$ cat src/rtl/dadda_mul.sv
module dadda_mul #(
  parameter int W = 8
) (
  input  logic [W-1:0]   op_a,
  input  logic [W-1:0]   op_b,
  output logic [2*W-1:0] prod
);
  localparam int PW = 2 * W;

  function automatic int seq_val(input int j);
    int d;
    d = 2;
    for (int k = 1; k < j; k++) d = (3 * d) / 2;
    return d;
  endfunction

  function automatic int stage_count(input int h);
    int n;
    n = 0;
    for (int k = 1; k < 32; k++) if (seq_val(k) < h) n = k;
    return n;
  endfunction

  localparam int NST = stage_count(W);

  logic [PW-1:0] row0, row1;
  logic [PW:0]   cy;

  always_comb begin
    logic [W-1:0] cur [PW];
    logic [W-1:0] nxt [PW];
    int hc [PW];
    int hn [PW];
    int k, t;
    for (int c = 0; c < PW; c++) begin
      cur[c] = '0;
      hc[c]  = 0;
    end
    for (int i = 0; i < W; i++)
      for (int j = 0; j < W; j++) begin
        cur[i+j][hc[i+j]] = op_a[i] & op_b[j];
        hc[i+j] = hc[i+j] + 1;
      end
    for (int s = 0; s < NST; s++) begin
      t = seq_val(NST - s);
      for (int c = 0; c < PW; c++) begin
        nxt[c] = '0;
        hn[c]  = 0;
      end
      for (int c = 0; c < PW; c++) begin
        k = 0;
        for (int u = 0; u < W; u++) begin
          if (hn[c] + hc[c] - k > t) begin
            if (hn[c] + hc[c] - k - t >= 2 && hc[c] - k >= 3) begin
              nxt[c][hn[c]] = cur[c][k] ^ cur[c][k+1] ^ cur[c][k+2];
              hn[c] = hn[c] + 1;
              if (c + 1 < PW) begin
                nxt[c+1][hn[c+1]] = (cur[c][k] & cur[c][k+1]) |
                                    (cur[c][k+2] & (cur[c][k] ^ cur[c][k+1]));
                hn[c+1] = hn[c+1] + 1;
              end
              k = k + 3;
            end else begin
              nxt[c][hn[c]] = cur[c][k] ^ cur[c][k+1];
              hn[c] = hn[c] + 1;
              if (c + 1 < PW) begin
                nxt[c+1][hn[c+1]] = cur[c][k] & cur[c][k+1];
                hn[c+1] = hn[c+1] + 1;
              end
              k = k + 2;
            end
          end
        end
        for (int u = 0; u < W; u++) begin
          if (k < hc[c]) begin
            nxt[c][hn[c]] = cur[c][k];
            hn[c] = hn[c] + 1;
            k = k + 1;
          end
        end
      end
      for (int c = 0; c < PW; c++) begin
        cur[c] = nxt[c];
        hc[c]  = hn[c];
      end
    end
    for (int c = 0; c < PW; c++) begin
      row0[c] = cur[c][0];
      row1[c] = cur[c][1];
    end
  end

  assign cy[0] = 1'b0;

  generate
    for (genvar g = 0; g < PW; g++) begin : g_rca
      assign prod[g]  = row0[g] ^ row1[g] ^ cy[g];
      assign cy[g+1]  = (row0[g] & row1[g]) | (cy[g] & (row0[g] ^ row1[g]));
    end
  endgenerate
endmodule

$ cat config.mk
export PLATFORM = sky130hd
export DESIGN_NAME = dadda_mul
export DESIGN_NICKNAME = d
export VERILOG_FILES = /design/src/rtl/dadda_mul.sv
export SDC_FILE = /design/constraint.sdc
export NUM_CORES = 1
export LEC_CHECK = 0
export ABC_CLOCK_PERIOD_IN_PS = 12100
export CORE_ASPECT_RATIO = 1.1
export CORE_MARGIN = 5
export CORE_UTILIZATION = 56
export DETAILED_ROUTE_END_ITERATION = 12
export PLACE_DENSITY = 0.87
export SLEW_MARGIN = 5
export SYNTH_ARGS = -nofsm -noshare
export SYNTH_HDL_FRONTEND = slang
export SYNTH_SLANG_ARGS = --single-unit
$ cat constraint.sdc
create_clock -name vclk -period 12.1
set_input_delay 2.42 -clock vclk [all_inputs]
set_output_delay 2.42 -clock vclk [all_outputs]
set_load 0.02 [all_outputs]
==> summary.md, run 1 <==
| Metric | Value |
|---|---|
| CP startpoint | `op_b[4]` |
| Leakage | `between 1 and 1.5 nW` |
| Max Slew Vio Count | `0` |
| Vias | `around 1100` |
| Seq Cell Count | `0` |
| Setup_tns | `0 ns` |
| Hold wc startpoint | `op_a[7]` |
| Mean Syn Cell Area | `approximately 9.5 um^2` |
| Arrival time at the worst endpoint | `9.38 ns` |
| Sequential area share after synthesis | `0%` |
| Worst-path cell chain | `clkdlybuf4s50_1 -> and2_1 -> ha_1 -> inv_1 -> fa_1 -> inv_1 -> fa_1 -> fa_1 -> fa_1 -> fa_1 -> fa_1 -> fa_1 -> fa_1 -> fa_1 -> fa_1 -> fa_1 -> fa_1 -> fa_1 -> clkdlybuf4s50_1` |
| Layout net count | `~280` |
| Post-DRT Antenna Nets | `0` |
| Synth area leader | `fa_1` |
| Final hold violations | `0` |
| Max-cap violations | `0` |
| # Post-CTS Setup Buffers | `0` |
| CP delay by family, top | `adder cells` |
| Ratio of cells with drive above 1 in the final layout | `approximately 3.8%` |
| CP endpoint kind | `output port` |
| Slowest CP cell | `clkdlybuf4s50_1` |
| Max Freq | `approximately 85 MHz` |
| Req. time, crit path | `about 9.7 ns` |
| Post-synth cell types | `6` |
| Final cell count without fillers | `241` |
| PwrDens | `between 100 and 150 mW/mm^2` |
| Setup CP Type | `input pin to output port` |
| First-pass GRT wire length | `a little under 6 mm` |
| Placed Area | `around 0.002 mm^2` |
| Critical path's most frequent cell | `fa_1` |
| IO Pins | `32` |
| Setup crit start kind | `input pin` |
| Sequential power share | `0%` |
| Endpoints failing setup | `0` |
| Unrepaired setup endpoints after global routing | `no` |
| CP Max Fanout | `8` |
| Routed WL | `about 3.2 mm` |
| Synthesized area | `0.001609 mm^2` |
| Worst slew margin | `about four fifths` |
| Most common cell in the netlist | `inv_1` |
| Initial antenna violation count | `0` |
| Tcrit/Tclk final | `97.51%` |
| YS warnings | `0` |
| Storage cell area | `0 um^2` |
| Switch Pwr | `0.1405 mW` |
| Placeable Area | `between 0.002 and 0.003 mm^2` |
| Post-synthesis net count | `241` |
| Die area | `a little over 0.004 mm^2` |
| Clock network power share | `0%` |
| Share of the synthesized area in the top cell type | `about three fifths` |
| Area Growth Syn to Fin | `25.89%` |
| Initial DRC Count | `14` |
| Fin area | `approximately 0.002 mm^2` |
| Clk_buf instances | `0` |
| Remaining Overflow, GRT | `0` |
| Slew @ Worst Pin | `between 0.3 and 0.4 ns` |
| Dpl hpwl | `approximately 3 mm` |
| Via density | `4.734` |
| Routed length per instance | `around 13 um` |
| IO buf count | `32` |
| DRC viols | `0` |
| Switch share | `a little over half` |
| Fillers | `between 200 and 250` |
| Diodes inserted | `0` |
| CP bufs+invs | `4` |
| Hold_buf cts | `0` |
| Vias in the first global route | `about 1400` |
| Site Rows | `20` |
| Worst IR drop on VDD | `between 100 and 150 uV` |
| Die Height | `66.22 um` |
| Crit-path max cell delay | `0.54 ns` |
| Pin count of the biggest net entering global routing | `9` |
| DRT Pass-1 Iters | `4` |
| Outcome | `finished clean` |
| Area contributors post-synth | `fa_1 (60%), and2_1 (19%), inv_1 (11%)` |
| Die Wd | `61.11 um` |
| Logic gate share of total power | `100.0%` |
| Synth top cells by count | `inv_1 (49), and2_1 (48), fa_1 (48), nand2_1 (15), ha_1 (8)` |
| Initial Util | `around 60%` |
| Hold Path Class | `input pin to output port` |
| Int Pwr | `approximately 0.13 mW` |
| Number of instances in the placed design | `241` |
| Post-layout min period | `11.80 ns` |
| Synth Instances | `~170` |
| RD Place Congestion | `between 0.8 and 0.9` |
| Gr usage total | `roughly a fifth` |
placed cells by master (no fill, tap or decap):
master and count:
ha_1 8, and2_1 48, nand2_1 15, and2_2 1
clkdlybuf4s50_1 31, buf_4 7, inv_1 49, fa_1 48
dlymetal6s2s_1 1
power groups by stage:
| stage | Combinational, mW | Clock, mW | Sequential [mW] |
|---|---|---|---|
| 2_1_floorplan | 0.180 | 0 | 0 |
| 3_3_place_gp | 0.269 | 0 | 0 |
| 3_5_place_dp | 0.276 | 0 | 0 |
| 4_1_cts | 0.277 | 0 | 0 |
| 5_1_grt | 0.302 | 0 | 0 |
| 6_report | 0.270 | 0 | 0 |
through the flow:
| step | setup WS (ns) | hold slack, ns | utilization, % | total power [mW] |
|---|---|---|---|---|
| finish | 0.3016 | 6.037 | 73.59 | 0.2699 |
| global route | 0.02818 | 6.055 | 73.59 | 0.3023 |
| CTS | 0.07678 | 6.051 | 73.50 | 0.2773 |
| detailed placement | 0.08177 | 6.054 | 73.50 | 0.2763 |
| global placement | 0.1821 | 6.032 | 73.50 | 0.2695 |
| floorplan | 1.348 | 5.023 | - | 0.1804 |
routing by layer:
layer  track usage, %  share of wire (%)
met1            24.24                 41
met4           0.8130               0.44
met2            36.38                 56
met3           0.5859                2.5
met5                0                  0
path summary, 6_finish.rpt:
| check | cells past startpoint | to | slack, ns |
|---|---|---|---|
| worst max-delay path | 19 | prod[15] | 0.30 |
| worst min-delay path | 4 | prod[14] | 6.04 |
cell type report:
type	instances	area, um^2	share of cell area (%)
tap	33	41.29	2.038
multi-input combinational	120	1425	70.35
timing repair buffer	39	375.4	18.53
inverter	49	183.9	9.080
timing repair:
action | CTS | global route
endpoints found under the hold margin | 0 | 0
resized for setup | 0 | 1
endpoints found under the setup margin | 0 | 1
cell families after synthesis:
logic type	count (synthesis)	share of synthesized area, %
fa+ha+maj	56	65.94
buf+inv	49	11.43
simple gates	64	22.63
Note: power is estimated with default switching activity, not from simulation.
==> run 2, diff against run 1 <==
--- a/config.mk
+++ b/config.mk
@@ -6,8 +6,9 @@
 export NUM_CORES = 1
 export LEC_CHECK = 0
 export ABC_CLOCK_PERIOD_IN_PS = 12100
+export CAP_MARGIN = 10
 export CORE_ASPECT_RATIO = 1.1
-export CORE_MARGIN = 5
+export CORE_MARGIN = 2
 export CORE_UTILIZATION = 56
 export DETAILED_ROUTE_END_ITERATION = 12
 export PLACE_DENSITY = 0.87
==> run 2 against run 1 <==
  * Highest routed layer unchanged
  * Critical endpoint unchanged
  * Die area shrank 18%
  * Combinational power grew 1%
  * Clock-buffer cell count is the same
  * Sequential cell count is the same
==> summary.md, run 2 (same netlist as run 1, synthesis figures left out) <==
| Metric | Value |
|---|---|
| Outcome | `finished clean` |
| Site Rows | `20 (unchanged)` |
| Hold Path Class | `input pin to output port` |
| Storage cell area | `0 um^2 (unchanged)` |
| # Post-CTS Setup Buffers | `0 (unchanged)` |
| DRC viols | `0 (unchanged)` |
| Leakage | `1.009 nW (unchanged)` |
| Unrepaired setup endpoints after global routing | `no` |
| Die Height | `60.22 um (-9.1%)` |
| Pin count of the biggest net entering global routing | `9 (unchanged)` |
| Remaining Overflow, GRT | `0 (unchanged)` |
| CP endpoint kind | `output port` |
| Max-cap violations | `0 (unchanged)` |
| Arrival time at the worst endpoint | `9.41 ns (+0.03 ns)` |
| Setup_tns | `0 ns (unchanged)` |
| Leading cell types in the layout, fill and taps excluded | `inv_1 (49), and2_1 (48), fa_1 (48)` |
| IO Pins | `32 (unchanged)` |
| Gr usage total | `24.05% (+5.1 points)` |
| Worst slew margin | `80.55% (+1.8 points)` |
| CP Max Fanout | `8 (unchanged)` |
| Placeable Area | `0.002753 mm^2 (unchanged)` |
| Worst IR drop on VDD | `138.5 uV (+11%)` |
| Most Crowded Layer GR | `met2` |
| Final hold violations | `0 (unchanged)` |
| Via density | `4.817 (+1.8%)` |
| Fillers | `219 (+3.3%)` |
| Max Freq | `84.56 MHz (-0.23%)` |
| Max Slew Vio Count | `0 (unchanged)` |
| Initial antenna violation count | `0 (unchanged)` |
| Die Wd | `55.11 um (-9.8%)` |
| Clk_buf instances | `0 (unchanged)` |
| Req. time, crit path | `9.68 ns (about the same)` |
| Vias in the first global route | `1359 (-2.6%)` |
| Layout net count | `282 (unchanged)` |
| Dpl hpwl | `3.019 mm (+1.0%)` |
| Post-layout min period | `11.83 ns (+0.02734 ns)` |
| Met1 Use GR | `30.03% (+5.8 points)` |
| Hold EP | `prod[14]` |
| Leading cell type in the layout, fill and taps excluded | `inv_1` |
| IO buf count | `32 (unchanged)` |
| First-pass GRT wire length | `5.733 mm (-3.6%)` |
| Initial Util | `58.45% (unchanged)` |
| Met2 track demand over resource | `46.43% (+10 points)` |
| Slew @ Worst Pin | `0.2908 ns (-0.02633 ns)` |
| Hold Crit Depth | `4 (unchanged)` |
| Routed length per instance | `13.31 um (+0.75%)` |
| Ratio of cells with drive above 1 in the final layout | `3.846% (unchanged)` |
| Hold wc startpoint | `op_a[7]` |
| Setup CP Type | `input pin to output port` |
| Routed WL | `3.207 mm (+0.75%)` |
| Post-DRT Antenna Nets | `0 (unchanged)` |
| Endpoints failing setup | `0 (unchanged)` |
| Seq Cell Count | `0 (unchanged)` |
| Diodes inserted | `0 (unchanged)` |
| PnR worst setup slack | `0.2743 ns (-0.02734 ns)` |
| Area Growth Syn to Fin | `25.89% (unchanged)` |
| Tcrit/Tclk final | `97.73% (+0.23 points)` |
| Die area | `0.003319 mm^2 (-18%)` |
| Worst hold slack | `6.033 ns (-0.004170 ns)` |
| RD Place Congestion | `0.8002 (-3.9%)` |
| PwrDens | `135.3 mW/mm^2 (+1.5%)` |
| Vias | `1161 (+1.8%)` |
| Setup crit start kind | `input pin` |
| Worst slack at placement | `0.02642 ns (-0.05535 ns)` |
| GR Layer Usage met3 | `1.250% (+0.66 points)` |
| Initial DRC Count | `19 (+5)` |
| DRT Pass-1 Iters | `4 (unchanged)` |
## run 2: cell counts in the layout (fill, tap and decap cells not counted)
No cell type changed its count.
## run 2: final cells by class
class	count	area (um^2)	share of cell area, %
inverters	49	183.9	9.080
repair buffers	39	375.4	18.53
multi-input cells	120	1425	70.35
well taps	33	41.29	2.038
## run 2: routing by layer
metal,vias to the layer above,share of wire (%),wire [um]
li1,546,-,-
met1,594,40,1270
met2,19,58,1853
met3,2,1.7,56
met4,0,0.84,27
met5,-,0,0
## run 2: worst max path at each step
| stage | endpoint | from | depth (start not counted) |
|---|---|---|---|
| detailed placement | prod[14] | op_a[0] | 19 |
| finish | prod[15] | op_b[4] | 19 |
| CTS | prod[14] | op_a[0] | 19 |
| global placement | prod[14] | op_b[4] | 19 |
| global route | prod[15] | op_a[0] | 19 |
| floorplan | prod[14] | op_a[0] | 17 |
## run 2: per-stage QoR
stage / instances / instance area [um^2] / util (%) / total power, mW
2_1_floorplan: 169 / 1609 / - / 0.1804
3_3_place_gp: 241 / 2023 / 73.50 / 0.2676
3_5_place_dp: 241 / 2023 / 73.50 / 0.2795
4_1_cts: 241 / 2023 / 73.50 / 0.2811
5_1_grt: 241 / 2026 / 73.59 / 0.3070
6_report: 241 / 2026 / 73.59 / 0.2740
## run 2: critical path, stage by stage
cell and delay (ns):
clkdlybuf4s50_1 0.51, and2_1 0.20, ha_1 0.27, inv_1 0.05, fa_1 0.52, inv_1 0.05
fa_1 0.48, fa_1 0.43, fa_1 0.41, fa_1 0.40, fa_1 0.39, fa_1 0.39
fa_1 0.39, fa_1 0.39, fa_1 0.40, fa_1 0.40, fa_1 0.39, fa_1 0.38
clkdlybuf4s50_1 0.55
## run 2: report_power, final
| part | leakage [nW] | internal (mW) | switching, mW | total (mW) |
|---|---|---|---|---|
| Clock | 0 | 0 | 0 | 0 |
| Combinational | 1.01 | 0.131 | 0.143 | 0.274 |
| Sequential | 0 | 0 | 0 | 0 |
| Total | 1.01 | 0.131 | 0.143 | 0.274 |
## run 2: what timing repair did
item	CTS	global route
resized for setup	0	1
endpoints found under the setup margin	0	1
hold buffers	0	0
